[src/rtl/mw_pkg.sv]
package mw_pkg;

    localparam int MW_ADDR_W = 6;
    localparam int MW_DATA_W = 16;

    localparam logic [2:0] HEAD_READ  = 3'b110;
    localparam logic [2:0] HEAD_WRITE = 3'b101;
    localparam logic [4:0] HEAD_WREN  = 5'b10011;

    typedef enum logic [1:0] {
        KIND_READ,
        KIND_WRITE,
        KIND_WREN
    } mw_kind_e;

    typedef enum logic [3:0] {
        ST_IDLE,
        ST_SEL,
        ST_TX,
        ST_RX,
        ST_RTAIL,
        ST_GAP,
        ST_PCS,
        ST_POLL,
        ST_FIN
    } mw_state_e;

    function automatic mw_kind_e op_to_kind(input logic [1:0] op);
        case (op)
            2'd0:    return KIND_READ;
            2'd1:    return KIND_WRITE;
            default: return KIND_WREN;
        endcase
    endfunction

endpackage

[src/rtl/mw_tick.sv]
module mw_tick #(
    parameter int DIV = 4
) (
    input  logic clk,
    input  logic rst,
    output logic tick
);
    localparam int CW = (DIV > 1) ? $clog2(DIV) : 1;

    logic [CW-1:0] cnt;

    always_ff @(posedge clk) begin
        if (rst) begin
            cnt <= '0;
        end else if (cnt == CW'(DIV - 1)) begin
            cnt <= '0;
        end else begin
            cnt <= cnt + 1'b1;
        end
    end

    assign tick = (cnt == CW'(DIV - 1));
endmodule

[src/rtl/mw_sync.sv]
module mw_sync #(
    parameter int STAGES = 2
) (
    input  logic clk,
    input  logic rst,
    input  logic d,
    output logic q
);
    logic [STAGES-1:0] sr;

    always_ff @(posedge clk) begin
        if (rst) begin
            sr <= '0;
        end else begin
            sr <= {sr[STAGES-2:0], d};
        end
    end

    assign q = sr[STAGES-1];
endmodule

[src/rtl/mw_seq.sv]
module mw_seq
    import mw_pkg::*;
#(
    parameter int ADDR_W     = MW_ADDR_W,
    parameter int DATA_W     = MW_DATA_W,
    parameter int POLL_LIMIT = 100
) (
    input  logic              clk,
    input  logic              rst,
    input  logic              tick,
    input  logic              req_valid,
    output logic              req_ready,
    input  logic [1:0]        req_op,
    input  logic [ADDR_W-1:0] req_addr,
    input  logic [DATA_W-1:0] req_wdata,
    input  logic              do_s,
    output logic              cs,
    output logic              sk,
    output logic              di,
    output logic [DATA_W-1:0] rd_data,
    output logic              done,
    output logic              timeout
);
    localparam int CMD_W   = 3 + ADDR_W;
    localparam int FRAME_W = CMD_W + DATA_W;
    localparam int CNT_W   = $clog2(FRAME_W + 1);
    localparam int POLL_W  = $clog2(POLL_LIMIT + 1);

    mw_state_e          state;
    mw_kind_e           kind;
    logic [FRAME_W-1:0] shreg;
    logic [CNT_W-1:0]   nbits;
    logic [CNT_W-1:0]   bitcnt;
    logic               phase;
    logic [POLL_W-1:0]  pollcnt;
    logic [DATA_W-1:0]  rx;
    logic               tmo;

    mw_kind_e           kind_n;
    logic [FRAME_W-1:0] frame_n;
    logic [CNT_W-1:0]   nbits_n;

    // frame image, left aligned, for the request on the port
    always_comb begin
        kind_n = op_to_kind(req_op);
        case (kind_n)
            KIND_READ: begin
                frame_n = {HEAD_READ, req_addr, {DATA_W{1'b0}}};
                nbits_n = CNT_W'(CMD_W);
            end
            KIND_WRITE: begin
                frame_n = {HEAD_WRITE, req_addr, req_wdata};
                nbits_n = CNT_W'(FRAME_W);
            end
            default: begin
                frame_n = {HEAD_WREN, {(ADDR_W-2){1'b0}}, {DATA_W{1'b0}}};
                nbits_n = CNT_W'(CMD_W);
            end
        endcase
    end

    assign req_ready = (state == ST_IDLE);

    always_ff @(posedge clk) begin
        if (rst) begin
            state   <= ST_IDLE;
            kind    <= KIND_READ;
            shreg   <= '0;
            nbits   <= '0;
            bitcnt  <= '0;
            phase   <= 1'b0;
            pollcnt <= '0;
            rx      <= '0;
            tmo     <= 1'b0;
            cs      <= 1'b0;
            sk      <= 1'b0;
            di      <= 1'b0;
            rd_data <= '0;
            done    <= 1'b0;
            timeout <= 1'b0;
        end else begin
            done <= 1'b0;
            case (state)
                ST_IDLE: begin
                    if (req_valid) begin
                        kind    <= kind_n;
                        shreg   <= frame_n;
                        nbits   <= nbits_n;
                        bitcnt  <= '0;
                        phase   <= 1'b0;
                        tmo     <= 1'b0;
                        timeout <= 1'b0;
                        state   <= ST_SEL;
                    end
                end
                ST_SEL: begin
                    if (tick) begin
                        cs    <= 1'b1;
                        sk    <= 1'b0;
                        di    <= 1'b0;
                        state <= ST_TX;
                    end
                end
                ST_TX: begin
                    if (tick) begin
                        if (!phase) begin
                            di    <= shreg[FRAME_W-1];
                            sk    <= 1'b0;
                            phase <= 1'b1;
                        end else begin
                            sk    <= 1'b1;
                            shreg <= {shreg[FRAME_W-2:0], 1'b0};
                            phase <= 1'b0;
                            if (bitcnt == nbits - 1'b1) begin
                                bitcnt <= '0;
                                state  <= (kind == KIND_READ) ? ST_RX : ST_GAP;
                            end else begin
                                bitcnt <= bitcnt + 1'b1;
                            end
                        end
                    end
                end
                ST_RX: begin
                    if (tick) begin
                        if (!phase) begin
                            sk    <= 1'b0;
                            di    <= 1'b0;
                            phase <= 1'b1;
                        end else begin
                            // sample while the clock is still low, then raise it
                            rx    <= {rx[DATA_W-2:0], do_s};
                            sk    <= 1'b1;
                            phase <= 1'b0;
                            if (bitcnt == CNT_W'(DATA_W - 1)) begin
                                bitcnt <= '0;
                                state  <= ST_RTAIL;
                            end else begin
                                bitcnt <= bitcnt + 1'b1;
                            end
                        end
                    end
                end
                ST_RTAIL: begin
                    if (tick) begin
                        sk    <= 1'b0;
                        state <= ST_FIN;
                    end
                end
                ST_GAP: begin
                    if (tick) begin
                        bitcnt <= bitcnt + 1'b1;
                        case (bitcnt)
                            CNT_W'(0): begin
                                cs <= 1'b0;
                                sk <= 1'b0;
                                di <= 1'b0;
                            end
                            CNT_W'(1): sk <= 1'b1;
                            default: begin
                                sk     <= 1'b0;
                                bitcnt <= '0;
                                state  <= (kind == KIND_WREN) ? ST_FIN : ST_PCS;
                            end
                        endcase
                    end
                end
                ST_PCS: begin
                    if (tick) begin
                        cs      <= 1'b1;
                        pollcnt <= '0;
                        phase   <= 1'b0;
                        state   <= ST_POLL;
                    end
                end
                ST_POLL: begin
                    if (tick) begin
                        if (!phase) begin
                            if (do_s) begin
                                state <= ST_FIN;
                            end else if (pollcnt == POLL_W'(POLL_LIMIT - 1)) begin
                                tmo   <= 1'b1;
                                state <= ST_FIN;
                            end else begin
                                sk      <= 1'b1;
                                pollcnt <= pollcnt + 1'b1;
                                phase   <= 1'b1;
                            end
                        end else begin
                            sk    <= 1'b0;
                            phase <= 1'b0;
                        end
                    end
                end
                ST_FIN: begin
                    if (tick) begin
                        cs      <= 1'b0;
                        sk      <= 1'b0;
                        di      <= 1'b0;
                        done    <= 1'b1;
                        timeout <= tmo;
                        if (kind == KIND_READ) begin
                            rd_data <= rx;
                        end
                        state <= ST_IDLE;
                    end
                end
                default: state <= ST_IDLE;
            endcase
        end
    end
endmodule

[src/rtl/mw_eeprom_ctrl.sv]
module mw_eeprom_ctrl
    import mw_pkg::*;
#(
    parameter int CLK_DIV     = 4,
    parameter int ADDR_W      = MW_ADDR_W,
    parameter int DATA_W      = MW_DATA_W,
    parameter int POLL_LIMIT  = 100,
    parameter int SYNC_STAGES = 2
) (
    input  logic              clk,
    input  logic              rst,
    input  logic              req_valid,
    output logic              req_ready,
    input  logic [1:0]        req_op,
    input  logic [ADDR_W-1:0] req_addr,
    input  logic [DATA_W-1:0] req_wdata,
    output logic [DATA_W-1:0] rd_data,
    output logic              done,
    output logic              timeout,
    output logic              ee_cs,
    output logic              ee_sk,
    output logic              ee_di,
    input  logic              ee_do
);
    logic tick_w;
    logic do_s;

    mw_tick #(.DIV(CLK_DIV)) u_tick (
        .clk  (clk),
        .rst  (rst),
        .tick (tick_w)
    );

    mw_sync #(.STAGES(SYNC_STAGES)) u_sync (
        .clk (clk),
        .rst (rst),
        .d   (ee_do),
        .q   (do_s)
    );

    mw_seq #(
        .ADDR_W     (ADDR_W),
        .DATA_W     (DATA_W),
        .POLL_LIMIT (POLL_LIMIT)
    ) u_seq (
        .clk       (clk),
        .rst       (rst),
        .tick      (tick_w),
        .req_valid (req_valid),
        .req_ready (req_ready),
        .req_op    (req_op),
        .req_addr  (req_addr),
        .req_wdata (req_wdata),
        .do_s      (do_s),
        .cs        (ee_cs),
        .sk        (ee_sk),
        .di        (ee_di),
        .rd_data   (rd_data),
        .done      (done),
        .timeout   (timeout)
    );
endmodule

[config.mk]
export PLATFORM = sky130hd
export DESIGN_NAME = mw_eeprom_ctrl
export DESIGN_NICKNAME = d
export VERILOG_FILES = /design/src/rtl/mw_pkg.sv /design/src/rtl/mw_tick.sv /design/src/rtl/mw_sync.sv /design/src/rtl/mw_seq.sv /design/src/rtl/mw_eeprom_ctrl.sv
export SDC_FILE = /design/constraint.sdc
export NUM_CORES = 1
export LEC_CHECK = 0
export ABC_AREA = 1
export BUFFER_PORTS_ARGS = -buffer_cell sky130_fd_sc_hd__buf_4
export CORE_MARGIN = 2
export CORE_UTILIZATION = 62
export CTS_CLUSTER_SIZE = 14
export DETAILED_ROUTE_END_ITERATION = 10
export GPL_ROUTABILITY_DRIVEN = 0
export GPL_TIMING_DRIVEN = 0
export PLACE_DENSITY = 0.84
export SYNTH_ARGS = -nofsm -noshare
export SYNTH_HDL_FRONTEND = slang
export SYNTH_SLANG_ARGS = --single-unit
[constraint.sdc]
create_clock -name clk -period 2.7 [get_ports clk]
set_input_delay 0.27 -clock clk [delete_from_list [all_inputs] [get_ports clk]]
set_output_delay 0.27 -clock clk [all_outputs]
set_load 0.01 [all_outputs]
==> qor.yml <==
status: "completed"
timing.setup.tns_ns: 0
power_frac_seq_pct: 41.0
slew_headroom_pct: 58.47
grt_pass1_wl_um: 17310
startpoint: "u_seq.bitcnt[0]"
synth_cell_type_count: 31
drc: 0
ioPinCount: 50
clk_pin_slew_ns: 0.09
end_kind: "flip-flop"
hp-start: "ee_do"
core_um2: 6422
peakVddDrop_mv: 0.5158
htreeDepth: 3
synth-warning-count: 0
synthCells: 604
wl_um: 10240
ys.flop_type: "dfxtp_1"
whs_path_depth: 3
portBuffers: 49
syn-cell-area_um2: 4168
worst_ep_required_time_ns: 3.00
r2r_start: "u_seq.bitcnt[0]"
place_inst: 730
stdcell_area_um2: 4812
p_sw_uw: 1646
final_layout_size_suffix_gt1_share_pct: 13.75
period_share_pct: 75.82
viasPerCell: 5.613
die_area_um2: 7394
start_kind: "flip-flop"
grt-ovfl-total: 0
area_growth_pct: 15.46
initial_utilization_pct: 64.89
setup_violations: 0
final_nets: 699
reg2reg_slack_ns: 0.65
synth-seq-cells: 87
numCtsBuffers: 9
synth_edf_count: 0
whs_endpoint: "u_sync.sr[0]"
instances_no_fill: 746
cp_max_fo: 5
clockRootBuffer: "clkbuf_8"
dr_total_vias: 4187
layout_setup_ws_ns: 0.6528
post_dp_cell_area_um2: 4632
cts_hold_buf: 0
rows: 29
period_minus_slack_ns: 2.047
rsz0062_at_grt: "false"
critPathKind: "flip-flop to flip-flop"
grt_max_degree: 17
holdCritPathClass: "input pin to flip-flop"
power_frac_clock_pct: 21.2
num_antenna_cells: 0
die_h_um: 85.99
grtUsageTotal_pct: 28.86
cap_violations: 0
cts_resized: 0
p_per_area_nw_per_um2: 840.5
synth_nets: 639
grt_pass1_vias: 3820
leakage_uw: 0.002119
yosys-top-cells-area: "dfxtp_1 42%, o21ai_0 9.5%, nand2_1 9.5%"
clockBufferDepth: 2
detail_route.iter0.violations: 272
dpl.hpwl_um: 7442
ys_async_sr_fraction_pct: 0
wl_per_cell_um: 13.73
hold_viol: 0
synth_common_cells: "105 x nand2_1, 87 x dfxtp_1, 79 x o21ai_0"
crit_arrival_ns: 2.35
drtAntennaViolNets: 0
cts_tree: "built"
clock_skew_ns: 0.009323
cts_setup_buffers: 0
tightest_slew_ns: 0.6229
antenna_found_initial: 0
slew_violations: 0
final_core_util_pct: 74.93
drt_pass1_iterations: 5
synth_most_common_cell: "nand2_1"
dieWidth_um: 85.99
swShare_pct: 40.70
reg2reg_depth: 14
post-place-ws_ns: 0.7179
yosysSeqAreaShare_pct: 41.79
insertion_delay_ns: 0.36
avgSynthCellArea_um2: 6.900
p_int_uw: 2399
share_comb_of_total_power_pct: 37.8
yosysTopAreaCell: "dfxtp_1"
fmax_mhz: 488.5
cts.sinks: 87
final.fill_count: 521
synth_top_cell_area_share_pct: 41.79
worstReg2RegEnd: "u_seq.state[2]"
[power by group through the flow]
stage	registers, uW	clock network (uW)	logic [uW]
floorplan	1670	0	1100
global route	1680	916	1730
global placement	1670	0	1450
finish	1660	859	1530
CTS	1660	856	1500
detailed placement	1680	0	1490
[worst max-delay path, cell delays in order (launching register included)]
cell and delay, ns:
dfxtp_1 0.43, ha_1 0.22, nand3_1 0.12, inv_1 0.08, ha_1 0.13, inv_1 0.08
nand3_1 0.12, nand2_1 0.06, nor2_1 0.10, nand3_1 0.09, nor2_2 0.19, nand2_1 0.14
nand2_1 0.09, nand2_1 0.05, nor2_1 0.09
[layout make-up]
cell class                      count  area [um2]  share of cell area, %
Buffer                             26       113.9                  2.366
Clock buffer                       10       127.6                  2.652
Clock inverter                      6       52.55                  1.092
Inverter                           86       322.8                  6.708
Multi-Input combinational cell    405        1989                  41.34
Sequential cell                    87        1742                  36.19
Tap cell                           77       96.34                  2.002
Timing Repair Buffer               49       367.9                  7.644
[per-layer routing]
metal  vias to the layer above  global-route usage, %  part of all wire, %
li1                       2092                      -                    -
met1                      1933                  38.29                   44
met2                       148                  47.22                   48
met3                        14                  5.390                  6.9
met4                         0                  9.812                  1.2
met5                         -                      0                    0
[how the worst max path moves through the flow]
stage	to	slack, ns	cells past startpoint
after floorplan	u_seq.state[0]	1.03	13
after detailed placement	u_seq.state[2]	0.72	14
after CTS	u_seq.state[2]	0.71	14
after global routing	u_seq.state[0]	0.48	14
after global placement	u_seq.state[2]	0.78	13
final	u_seq.state[2]	0.65	14
[state kept, by name (all words and copies together), names as in the netlist, 2 cells and up]
signal,cells
u_seq.rd_data,16
u_tick.cnt,2
u_seq.bitcnt,5
u_seq.state,4
u_seq.shreg,25
u_seq.nbits,2
u_sync.sr,2
u_seq.pollcnt,7
u_seq.rx,16
[cells in the final DEF (no fill, tap or decap), types with 5 or more instances in the layout]
master    count
buf_2         7
nand2_1     105
o21ai_1       9
clkbuf_8      9
nor2_1       48
o21ai_0      79
clkbuf_1     18
inv_2         7
nor2_2        6
dfxtp_1      87
xor2_1        5
a211oi_1      5
buf_4        51
nand4_1       7
nand3_1      41
a21oi_1      78
ha_1          7
inv_1        78
[logic make-up (layout without fill, tap and decap cells)]
logic type / count (synthesis) / count (layout) / share of synthesized area, %
xor gates and xnor gates: 6 / 6 / 1.261
buffers and inverters: 112 / 177 / 10.48
DFF: 87 / 87 / 41.79
AOI/OAI and AO/OA: 178 / 178 / 22.28
adders and majority gates: 7 / 7 / 2.101
and+or+nand+nor: 214 / 214 / 22.10
[per-stage QoR]
step	power [uW]	hold WS [ns]
finish	4045	0.1346
global route	4324	0.1434
CTS	4011	0.1343
detailed placement	3173	0.4097
global placement	3126	0.3936
floorplan	2772	0.3770
(Power assumes the default switching activity.)
